$ cat config.mk
export PLATFORM = sky130hd
export DESIGN_NAME = gmix_run_codec
export DESIGN_NICKNAME = d
export VERILOG_FILES = /design/src/rtl/grc_pkg.sv /design/src/rtl/grc_cube_sim.sv /design/src/rtl/grc_encoder.sv /design/src/rtl/grc_decoder.sv /design/src/rtl/gmix_run_codec.sv
export SDC_FILE = /design/constraint.sdc
export NUM_CORES = 2
export LEC_CHECK = 0
export BUFFER_PORTS_ARGS = -buffer_cell sky130_fd_sc_hd__buf_2
export CAP_MARGIN = 40
export CORE_UTILIZATION = 35
export DETAILED_ROUTE_END_ITERATION = 8
export PLACE_DENSITY = 0.5
export RECOVER_POWER = 100
export SLEW_MARGIN = 20
export SYNTH_ARGS = -nofsm -noshare
export SYNTH_HDL_FRONTEND = slang
export SYNTH_SLANG_ARGS = --single-unit
$ cat constraint.sdc
create_clock -name clk -period 26 [get_ports clk]
set_clock_uncertainty 0.2 [all_clocks]
set_input_delay 5.2 -clock clk [delete_from_list [all_inputs] [get_ports clk]]
set_output_delay 5.2 -clock clk [all_outputs]
set_load 0.005 [all_outputs]
$ cat src/rtl/grc_pkg.sv
package grc_pkg;
    typedef enum logic [1:0] {ENC_EMPTY, ENC_RUN, ENC_SEAL} enc_state_e;
    typedef enum logic {DEC_IDLE, DEC_PLAY} dec_state_e;
endpackage

$ cat src/rtl/grc_cube_sim.sv
module grc_cube_sim #(
    parameter int MW = 8,
    parameter int SW = 6,
    parameter int TF = 4
) (
    input  logic [3*MW-1:0] a_mean,
    input  logic [SW-1:0]   a_sd,
    input  logic [3*MW-1:0] b_mean,
    input  logic [SW-1:0]   b_sd,
    input  logic [TF:0]     thr,
    output logic            similar
);
    localparam int PW = MW + 2;
    localparam int LW = SW + 1;
    localparam int VW = 3 * LW;
    localparam int CW = VW + TF + 1;
    localparam logic [PW-1:0] OFS = PW'(2 ** SW);

    logic [LW-1:0] len [3];
    logic [SW-1:0] smin;
    logic [LW-1:0] side;
    logic [VW-1:0] ovl, minv;

    for (genvar k = 0; k < 3; k++) begin : g_axis
        logic [PW-1:0] alo, ahi, blo, bhi, lo, hi;
        assign alo = PW'(a_mean[k*MW +: MW]) + OFS - PW'(a_sd);
        assign ahi = PW'(a_mean[k*MW +: MW]) + OFS + PW'(a_sd);
        assign blo = PW'(b_mean[k*MW +: MW]) + OFS - PW'(b_sd);
        assign bhi = PW'(b_mean[k*MW +: MW]) + OFS + PW'(b_sd);
        assign lo  = (alo > blo) ? alo : blo;
        assign hi  = (ahi < bhi) ? ahi : bhi;
        assign len[k] = (hi >= lo) ? (LW'(hi - lo) + LW'(1)) : '0;
    end

    assign smin = (a_sd < b_sd) ? a_sd : b_sd;
    assign side = {smin, 1'b1};
    assign ovl  = VW'(len[0]) * VW'(len[1]) * VW'(len[2]);
    assign minv = VW'(side) * VW'(side) * VW'(side);
    assign similar = CW'({ovl, {TF{1'b0}}}) >= (CW'(thr) * CW'(minv));
endmodule

$ cat src/rtl/grc_encoder.sv
module grc_encoder
    import grc_pkg::*;
#(
    parameter int NG  = 2,
    parameter int MW  = 8,
    parameter int SW  = 6,
    parameter int WW  = 8,
    parameter int TF  = 4,
    parameter int CNW = 8
) (
    input  logic                   clk,
    input  logic                   rst_n,
    input  logic [TF:0]            thr,
    input  logic                   in_valid,
    output logic                   in_ready,
    input  logic [NG*(3*MW+SW+WW)-1:0] in_data,
    input  logic                   in_eol,
    input  logic                   in_eof,
    output logic                   out_valid,
    input  logic                   out_ready,
    output logic [NG*(3*MW+SW+WW)-1:0] out_data,
    output logic [CNW-1:0]         out_cnt,
    output logic                   out_eof
);
    localparam int GW = 3*MW + SW + WW;
    localparam int EW = NG * GW;
    localparam int MS = 3*MW + SW;
    localparam logic [CNW-1:0] CMAX = {CNW{1'b1}};

    enc_state_e     state, nxt;
    logic [EW-1:0]  head;
    logic [MS-1:0]  prev_ms [NG];
    logic [CNW-1:0] cnt;
    logic           heof;
    logic [NG-1:0]  sim_vec;
    logic           equiv, slot_free, acc, close_in, extend, split, seal_emit, emit;

    for (genvar g = 0; g < NG; g++) begin : g_rank
        grc_cube_sim #(.MW(MW), .SW(SW), .TF(TF)) u_sim (
            .a_mean (prev_ms[g][3*MW-1:0]),
            .a_sd   (prev_ms[g][3*MW +: SW]),
            .b_mean (in_data[g*GW +: 3*MW]),
            .b_sd   (in_data[g*GW + 3*MW +: SW]),
            .thr    (thr),
            .similar(sim_vec[g])
        );
    end

    assign equiv     = &sim_vec;
    assign slot_free = !out_valid || out_ready;
    assign in_ready  = (state != ENC_SEAL) && slot_free;
    assign acc       = in_valid && in_ready;
    assign close_in  = in_eol || in_eof;
    assign extend    = (state == ENC_RUN) && equiv && (cnt != CMAX);
    assign split     = acc && (state == ENC_RUN) && !extend;
    assign seal_emit = (state == ENC_SEAL) && slot_free;
    assign emit      = split || seal_emit;

    always_comb begin
        nxt = state;
        unique case (state)
            ENC_EMPTY: if (acc) nxt = close_in ? ENC_SEAL : ENC_RUN;
            ENC_RUN:   if (acc) nxt = close_in ? ENC_SEAL : ENC_RUN;
            ENC_SEAL:  if (slot_free) nxt = ENC_EMPTY;
        endcase
    end

    always_ff @(posedge clk) begin
        if (!rst_n) state <= ENC_EMPTY;
        else        state <= nxt;
    end

    always_ff @(posedge clk) begin
        if (!rst_n) begin
            head      <= '0;
            cnt       <= '0;
            heof      <= 1'b0;
            out_valid <= 1'b0;
            out_data  <= '0;
            out_cnt   <= '0;
            out_eof   <= 1'b0;
            for (int g = 0; g < NG; g++) prev_ms[g] <= '0;
        end else begin
            if (emit) begin
                out_valid <= 1'b1;
                out_data  <= head;
                out_cnt   <= cnt;
                out_eof   <= heof;
            end else if (out_ready) begin
                out_valid <= 1'b0;
            end
            if (acc) begin
                for (int g = 0; g < NG; g++) prev_ms[g] <= in_data[g*GW +: MS];
                heof <= in_eof;
                if (extend) begin
                    cnt <= cnt + 1'b1;
                end else begin
                    head <= in_data;
                    cnt  <= '0;
                end
            end
        end
    end

    assert_hold_R9: assert property (@(posedge clk) disable iff (!rst_n)
        out_valid && !out_ready |=> out_valid && $stable(out_data) && $stable(out_cnt) && $stable(out_eof));
    assert_seal_R6: assert property (@(posedge clk) disable iff (!rst_n)
        acc && close_in |=> !in_ready);
    assert_saturate_R5: assert property (@(posedge clk) disable iff (!rst_n)
        acc && (state == ENC_RUN) && (cnt == CMAX) |=> out_valid && (out_cnt == CMAX));
endmodule

$ cat src/rtl/grc_decoder.sv
module grc_decoder
    import grc_pkg::*;
#(
    parameter int EW  = 76,
    parameter int CNW = 8
) (
    input  logic           clk,
    input  logic           rst_n,
    input  logic           in_valid,
    output logic           in_ready,
    input  logic [EW-1:0]  in_data,
    input  logic [CNW-1:0] in_cnt,
    input  logic           in_eof,
    output logic           out_valid,
    input  logic           out_ready,
    output logic [EW-1:0]  out_data,
    output logic           out_eof
);
    dec_state_e     state, nxt;
    logic [EW-1:0]  ent;
    logic [CNW-1:0] rem;
    logic           feof;

    assign in_ready  = (state == DEC_IDLE);
    assign out_valid = (state == DEC_PLAY);
    assign out_data  = ent;
    assign out_eof   = feof && (rem == '0);

    always_comb begin
        nxt = state;
        unique case (state)
            DEC_IDLE: if (in_valid) nxt = DEC_PLAY;
            DEC_PLAY: if (out_ready && rem == '0) nxt = DEC_IDLE;
        endcase
    end

    always_ff @(posedge clk) begin
        if (!rst_n) state <= DEC_IDLE;
        else        state <= nxt;
    end

    always_ff @(posedge clk) begin
        if (!rst_n) begin
            ent  <= '0;
            rem  <= '0;
            feof <= 1'b0;
        end else if (in_valid && in_ready) begin
            ent  <= in_data;
            rem  <= in_cnt;
            feof <= in_eof;
        end else if (out_valid && out_ready && rem != '0) begin
            rem <= rem - 1'b1;
        end
    end

    assert_hold_R9: assert property (@(posedge clk) disable iff (!rst_n)
        out_valid && !out_ready |=> out_valid && $stable(out_data) && $stable(out_eof));
    assert_play_R8: assert property (@(posedge clk) disable iff (!rst_n)
        in_valid && in_ready |=> out_valid && !in_ready);
endmodule

$ cat src/rtl/gmix_run_codec.sv
module gmix_run_codec #(
    parameter int NG  = 2,
    parameter int MW  = 8,
    parameter int SW  = 6,
    parameter int WW  = 8,
    parameter int TF  = 4,
    parameter int CNW = 8,
    localparam int EW = NG * (3*MW + SW + WW)
) (
    input  logic           clk,
    input  logic           rst_n,
    input  logic [TF:0]    sim_thr,
    input  logic           pix_valid,
    output logic           pix_ready,
    input  logic [EW-1:0]  pix_data,
    input  logic           pix_eol,
    input  logic           pix_eof,
    output logic           enc_valid,
    input  logic           enc_ready,
    output logic [EW-1:0]  enc_data,
    output logic [CNW-1:0] enc_count,
    output logic           enc_eof,
    input  logic           rd_valid,
    output logic           rd_ready,
    input  logic [EW-1:0]  rd_data,
    input  logic [CNW-1:0] rd_count,
    input  logic           rd_eof,
    output logic           out_valid,
    input  logic           out_ready,
    output logic [EW-1:0]  out_data,
    output logic           out_eof
);
    grc_encoder #(.NG(NG), .MW(MW), .SW(SW), .WW(WW), .TF(TF), .CNW(CNW)) u_enc (
        .clk(clk), .rst_n(rst_n), .thr(sim_thr),
        .in_valid(pix_valid), .in_ready(pix_ready), .in_data(pix_data),
        .in_eol(pix_eol), .in_eof(pix_eof),
        .out_valid(enc_valid), .out_ready(enc_ready), .out_data(enc_data),
        .out_cnt(enc_count), .out_eof(enc_eof)
    );

    grc_decoder #(.EW(EW), .CNW(CNW)) u_dec (
        .clk(clk), .rst_n(rst_n),
        .in_valid(rd_valid), .in_ready(rd_ready), .in_data(rd_data),
        .in_cnt(rd_count), .in_eof(rd_eof),
        .out_valid(out_valid), .out_ready(out_ready), .out_data(out_data),
        .out_eof(out_eof)
    );
endmodule

-- Word-level counts from Yosys, hierarchy flattened
Memories as Yosys holds them, arrays and structs flattened.
Index checks and enable logic that the tools add are counted.
- input port bits: 174
- bits in writable memories: 60
- memories kept: 1
- output and inout port bits: 166
- bits in registers: 259
- muxes and demuxes: 38
- add/subtract/negate cells: 50
- eq/ne operators: 6
- multipliers: 10
- order comparisons: 22
- bitwise logic cells: 4
- reduce and logical (&&, ||, !) cells: 26
- memory list (name ; words ; width ; rd ports ; clocked after Yosys merged registers in ; wr ports ; RTL line ; RTL):
    u_enc.prev_ms ; 2 ; 30 ; 2 ; 0 ; 2 ; grc_encoder.sv:32 ; logic [MS-1:0] prev_ms [NG];
- operators with widths (operator ; count):
    $mux W10 ; 12
    $sub A10 B6 Y10 ; 12
    $add A9 B6 Y10 ; 11
    $add A8 B7 Y9 const B ; 12
    $mul A14 B7 Y21 ; 4
    $ge A10 B10 Y1 ; 6
    $gt A10 B10 Y1 ; 6
    $lt A10 B10 Y1 ; 6
    $mux W30 ; 2
    $mul A7 B7 Y14 ; 4
    $ge A25 B26 Y1 ; 2
    $mul A5 B21 Y26 ; 2
    $add A7 B1 Y7 const B ; 6
    $mux W7 ; 6
    $sub A7 B7 Y7 ; 6
    $mux W8 ; 3
    $logic_and A1 B1 Y1 ; 12
    $lt A6 B6 Y1 ; 2
    $mux W6 ; 2
    $add A10 B6 Y10 ; 1
    $add A8 B1 Y8 const B ; 1
    $logic_not A8 Y1 ; 1
    $mux W1 ; 8
    $ne A8 B8 Y1 const B ; 1
    17 further kinds ; 28

-- Longest topological paths before layout
An unclocked memory read counts as a cell.
- depth after elaboration: 18
- depth in mapped cells: 73

-- By module
Synthesis repeated with hierarchy kept, for this count alone.
- cells, all modules: 6016
- area, all modules: 50582.3 um2
- modules (own cells, without submodules) (module ; seq. area each (um2) ; area each (um2) ; times used ; cells each):
    grc_cube_sim (u_enc.g_rank[1].u_sim) ; 0.0 ; 19468.7 ; 1 ; 2383
    grc_cube_sim (u_enc.g_rank[0].u_sim) ; 0.0 ; 18921.9 ; 1 ; 2312
    grc_encoder ; 5265.0 ; 9017.4 ; 1 ; 920
    grc_decoder ; 1721.7 ; 3174.3 ; 1 ; 401

-- Worst setup path after synthesis
No wires, ideal clock.
- kind: input to register
- start point: input port pix_data[63]
- end point: register u_enc.out_cnt[0]
- required time: 25.681 ns
- setup time: 0.119 ns
- stages on the path: 66
- slack: 5.698 ns
- arrival: 19.983 ns
- path through: inv_1 -> ha_1 -> nor2b_1 -> o21ai_1 -> a21oi_1 -> o21ai_1 -> a21boi_0 -> nor3_1 -> xnor2_1 -> ha_1 -> and4_1 -> nand4_1 -> or4_1 -> a32oi_2 -> buf_6 -> mux2_1 -> ha_1 -> inv_1 -> [... 30 more ...] -> nor2_1 -> inv_1 -> a21oi_1 -> a31oi_1 -> and4_1 -> a2111oi_0 -> a21oi_1 -> xnor2_1 -> ha_1 -> a2111o_1 -> or2_2 -> a211oi_1 -> o21ai_1 -> nand4_1 -> a31oi_2 -> buf_6 -> buf_8 -> mux2i_1
- word-level cells in the longest chain between the ends: 15
- ends and longest elaborated chain (element ; RTL line ; RTL):
    start, declared ; gmix_run_codec.sv:15 ; input logic [EW-1:0] pix_data,
    $sub A10 B6 Y10 / $add A9 B6 Y10 (equally long branches) ; grc_cube_sim.sv:28, grc_cube_sim.sv:29 ;
    $gt A10 B10 Y1 / $lt A10 B10 Y1 (equally long branches) ; grc_cube_sim.sv:30, grc_cube_sim.sv:31 ;
    $mux W10, on equally long branches ; grc_cube_sim.sv:30, grc_cube_sim.sv:31 ;
    $sub A7 B7 Y7 ; grc_cube_sim.sv:32 ; assign len[k] = (hi >= lo) ? (LW'(hi - lo) + LW'(1)) : '0;
    $add A7 B1 Y7 ; grc_cube_sim.sv:32 ;
    $mux W7 ; grc_cube_sim.sv:32 ;
    $mul A7 B7 Y14 ; grc_cube_sim.sv:37 ; assign ovl = VW'(len[0]) * VW'(len[1]) * VW'(len[2]);
    $mul A14 B7 Y21 ; grc_cube_sim.sv:37 ;
    $ge A25 B26 Y1 * ; grc_cube_sim.sv:39 ; assign similar = CW'({ovl, {TF{1'b0}}}) >= (CW'(thr) * CW'(minv));
    $reduce_and A2 Y1 * ; grc_encoder.sv:49 ; assign equiv = &sim_vec;
    $logic_and A1 B1 Y1 * (2 in series) ; grc_encoder.sv:54 ; assign extend = (state == ENC_RUN) && equiv && (cnt != CMAX);
    $logic_not A1 Y1 * ; grc_encoder.sv:55 ; assign split = acc && (state == ENC_RUN) && !extend;
    $logic_and A1 B1 Y1 * ; grc_encoder.sv:55 ;
    $logic_or A1 B1 Y1 * ; grc_encoder.sv:57 ; assign emit = split || seal_emit;
    end signal, assigned ; grc_encoder.sv:87 ; out_cnt <= cnt;
    end, declared ; grc_encoder.sv:22 ; output logic [CNW-1:0] out_cnt,
Every way passes the cells marked *; elsewhere a longest branch is shown, timed or not.
A chain may end at the register's enable or synchronous reset.

-- Final worst setup path
- start point: input port pix_data[63]
- end point: register u_enc.head[65]
- word-level cells in the longest chain between the ends: 14
- ends and longest elaborated chain (element ; RTL line ; RTL):
    $sub A10 B6 Y10 / $add A9 B6 Y10 (equally long branches) ; grc_cube_sim.sv:28, grc_cube_sim.sv:29 ;
    $gt A10 B10 Y1 / $lt A10 B10 Y1 (equally long branches) ; grc_cube_sim.sv:30, grc_cube_sim.sv:31 ;
    $mux W10, on equally long branches ; grc_cube_sim.sv:30, grc_cube_sim.sv:31 ;
    $sub A7 B7 Y7 ; grc_cube_sim.sv:32 ;
    $add A7 B1 Y7 ; grc_cube_sim.sv:32 ;
    $mux W7 ; grc_cube_sim.sv:32 ;
    $mul A7 B7 Y14 ; grc_cube_sim.sv:37 ;
    $mul A14 B7 Y21 ; grc_cube_sim.sv:37 ;
    $ge A25 B26 Y1 * ; grc_cube_sim.sv:39 ;
    $reduce_and A2 Y1 * ; grc_encoder.sv:49 ;
    $logic_and A1 B1 Y1 * (2 in series) ; grc_encoder.sv:54 ;
    $not A1 Y1 (no source line) * ; - ;
    $reduce_and A2 Y1 (no source line) * ; - ;
    end signal, assigned ; grc_encoder.sv:98 ; head <= in_data;
    end, declared ; grc_encoder.sv:31 ; logic [EW-1:0] head;
Marked as above.

==> flow_metrics.py <==
metrics = {
    "critical_path": {
        "crit_fanout": 24,
        "slowest_stage": "a32oi_1",
        "crit_required_ps": 26260,
        "reg2reg_depth": 66,
        "critical_path_class": "primary input to flip-flop",
        "slowest_delay_ps": 990,
        "endpoint_kind": "flip-flop",
        "start_kind": "primary input",
        "crit_arrival_ps": 23940,
    },
    "layout": {
        "final_nets": 7528,
        "syn_to_final_growth_pct": 9.48,
        "layout-drive-gt1-share_pct": 7.17,
        "n_fill_cell": 14600,
    },
    "worst_hold_path": {
        "holdPathStages": 2,
        "hp-class": "flip-flop to flip-flop",
    },
    "clock_tree": {
        "tritoncts": "yes",
        "clkTransAtPathRegs_ps": 60,
        "cts_buffer_depth": 3,
        "postCtsHoldBufs": 0,
        "cts-resized-gates": 0,
        "cts_inserted_buffers": 35,
        "cts_setup_buffers": 0,
        "cts-root-buf": "clkbuf_16",
        "insertion_delay_ps": 590,
        "htree_num_levels": 2,
        "cts.sinks": 319,
    },
    "synth": {
        "ys_ff_latch": 319,
        "synth_edf_count": 60,
        "post_synth.cell_area_avg_um2": 8.53,
        "syn_area_mm2": 0.0501,
        "synth-seq-area-share_pct": 13.9,
        "async_flop_share_pct": 0,
        "synth_top_flop_cell": "dfxtp_1",
        "synth_warnings": 0,
        "synthCells": 5871,
        "synthDistinctLibCells": 85,
    },
    "sta": {
        "max_slew_margin_pct": -142,
        "rsz0062_at_grt": "no",
        "fin_tns_setup_ps": 0,
        "period_minus_slack_ps": 23680,
        "setup_viol": 0,
        "period_share_pct": 91.1,
        "worst_pin_slew_ps": 3640,
        "holdWs_ps": 250,
        "max_freq_mhz": 42.2,
        "slew_violations": 480,
        "hold_violations": 0,
    },
    "global_route": {
        "track_usage_pct": 19.4,
        "grt_max_degree": 88,
        "antenna_found_initial": 14,
        "grt_remaining_overflow": 0,
        "grt_pass1_vias": 42000,
        "grt_pass1_wl_um": 228000,
    },
    "drt": {
        "firstDrtPassIters": 7,
        "avgRoutedWirePerCell_um": 17.4,
        "vias_per_cell": 5.03,
        "antenna_left": 0,
        "wl_um": 140000,
        "vias": 40400,
        "drtIter0Drc": 1812,
        "drc": 0,
    },
    "status": {
        "violations": "max-capacitance violations, max-slew violations",
        "outcome": "finished with violations",
    },
    "floorplanning": {
        "ios": 340,
        "core_mm2": 0.142,
        "die_area_mm2": 0.145,
        "die_w_um": 380,
        "placementRows": 138,
        "fp.dieH_um": 380,
        "initial_utilization_pct": 35.3,
    },
    "placement": {
        "gp_congestion": 0.848,
        "dp_hpwl_um": 116000,
        "port_buffers": 339,
    },
    "run": {
        "drv_cap": 8,
    },
}
[synthesized netlist by cell type, drive strengths merged (6+ instances only)]
| master | instances | area share (%) |
|---|---|---|
| ha | 784 | 20 |
| inv | 782 | 5.9 |
| nand2 | 699 | 5.2 |
| fa | 456 | 18 |
| a21oi | 308 | 3.1 |
| nor2 | 266 | 2.0 |
| dfxtp | 259 | 10 |
| xnor2 | 254 | 4.4 |
| mux2i | 251 | 5.0 |
| nor3 | 177 | 1.8 |
| clkbuf | 163 | 1.2 |
| o21ai | 146 | 1.5 |
| a21o | 133 | 2.0 |
| and2 | 119 | 1.5 |
| nand3 | 101 | 1.0 |
| xor2 | 92 | 1.6 |
| and3 | 88 | 1.1 |
| nand2b | 66 | 0.82 |
| or3 | 61 | 0.76 |
| edfxtp | 60 | 3.6 |
| o21bai | 51 | 0.76 |
| nor4 | 50 | 0.65 |
| nor2b | 48 | 0.60 |
| o21a | 45 | 0.67 |
| mux2 | 43 | 0.97 |
| buf | 42 | 0.55 |
| nand4 | 29 | 0.36 |
| a211oi | 26 | 0.39 |
| a31oi | 24 | 0.31 |
| nor3b | 22 | 0.33 |
| or2 | 22 | 0.27 |
| o211ai | 21 | 0.31 |
| or4 | 19 | 0.28 |
| nor4b | 16 | 0.28 |
| a31o | 14 | 0.24 |
| a21boi | 13 | 0.19 |
| o21ba | 12 | 0.24 |
| a2111oi | 8 | 0.19 |
| a211o | 8 | 0.14 |
| or4b | 8 | 0.16 |
| nand4b | 7 | 0.12 |
| o22ai | 7 | 0.087 |
| and4 | 6 | 0.10 |
[state kept, by name (all words and copies together), names as in the netlist]
name / flops
u_dec.feof: 1
u_enc.state: 2
u_dec.out_valid: 1
u_enc.out_cnt: 8
u_enc.out_eof: 1
u_dec.out_data: 76
u_enc.prev_ms: 60
u_enc.out_valid: 1
u_dec.rem: 8
u_enc.cnt: 8
u_enc.heof: 1
u_enc.head: 76
u_enc.out_data: 76
[cell type report]
type	instances	area (µm²)	share of cell area, %
timing repair buffer	403	2060	3.76
antenna	7	17.5	0.0319
sequential	319	6990	12.7
clock buffer	51	1010	1.84
clock inverter	8	88.8	0.162
tap	1890	2360	4.31
multi-input combinational	4570	39400	71.8
inverter	785	2950	5.37
[layout by cell type (no fill, tap or decap), types with 14 or more instances in the layout]
cell type and instances:
ha_1 784, inv_1 781, nand2_1 696, fa_1 456
a21oi_1 301, nor2_1 266, dfxtp_1 259, xnor2_1 254
mux2i_1 250, buf_2 216, nor3_1 176, clkbuf_1 140
o21ai_0 135, a21o_1 133, and2_1 117, nand3_1 101
xor2_1 92, and3_1 88, nand2b_1 66, or3_1 61
edfxtp_1 60, o21bai_1 51, nor4_1 49, nor2b_1 47
buf_4 47, o21a_1 45, mux2_2 40, clkbuf_16 36
nand4_1 29, a211oi_1 26, a31oi_1 24, nor3b_1 22
or2_2 22, o211ai_1 21, or4_1 19, nor4b_1 16
a31o_2 14
[per-stage QoR]
step	setup slack (ps)	cell area [µm²]	std cells	utilization, %
2_1_floorplan	5700	50100	5879	-
3_3_place_gp	2380	53800	7952	37.9
3_5_place_dp	2320	53900	7965	38.0
4_1_cts	2860	55000	8024	38.8
5_1_grt	972	54900	8031	38.7
6_report	2320	54900	8033	38.7
[worst max-delay path: cells and delay by family]
kind	cells	cell delay (ps)
AND/OR/NAND/NOR	14	3510
XOR/XNOR	3	590
adder cells (fa/ha/maj)	16	6390
AO/OA/AOI/OAI	20	5760
multiplexers	2	650
buffers and inverters	11	1780
[metal layers]
layer | track usage, % | vias to the layer above | share of wire, %
li1 | - | 20100 | -
met4 | 5.70 | 14 | 3.0
met3 | 2.90 | 177 | 4.7
met5 | 0 | - | 0.064
met2 | 33.2 | 765 | 47
met1 | 25.0 | 19400 | 45
[path summary, 6_finish.rpt]
kind	from	end	slack (ps)
worst max-delay path	pix_data[63]	u_enc.head[65]$_SDFFE_PN0P_	2320
worst min-delay path	u_dec.feof$_SDFFE_PN0P_	u_dec.feof$_SDFFE_PN0P_	250
worst max register to register	u_enc.prev_ms[0][55]$_SDFFCE_PN0P_	u_enc.head[65]$_SDFFE_PN0P_	6390
worst min register to register	u_dec.feof$_SDFFE_PN0P_	u_dec.feof$_SDFFE_PN0P_	250
[kinds of logic (layout without fill, tap and decap cells)]
kind of cell,count (synthesis),in the layout,share of synthesized area [%]
buffers and inverters,990,1247,7.65
other,2,17,0.0150
flip-flops,319,319,13.9
adder cells (fa/ha/maj),1243,1243,37.9
multiplexers,295,295,6.03
AO/OA/AOI/OAI,862,862,10.9
XOR/XNOR,346,346,6.05
AND/OR/NAND/NOR,1814,1814,17.5
Power is not shown: default switching activity piles up to over one toggle a cycle in this logic, so the estimate is an artifact.
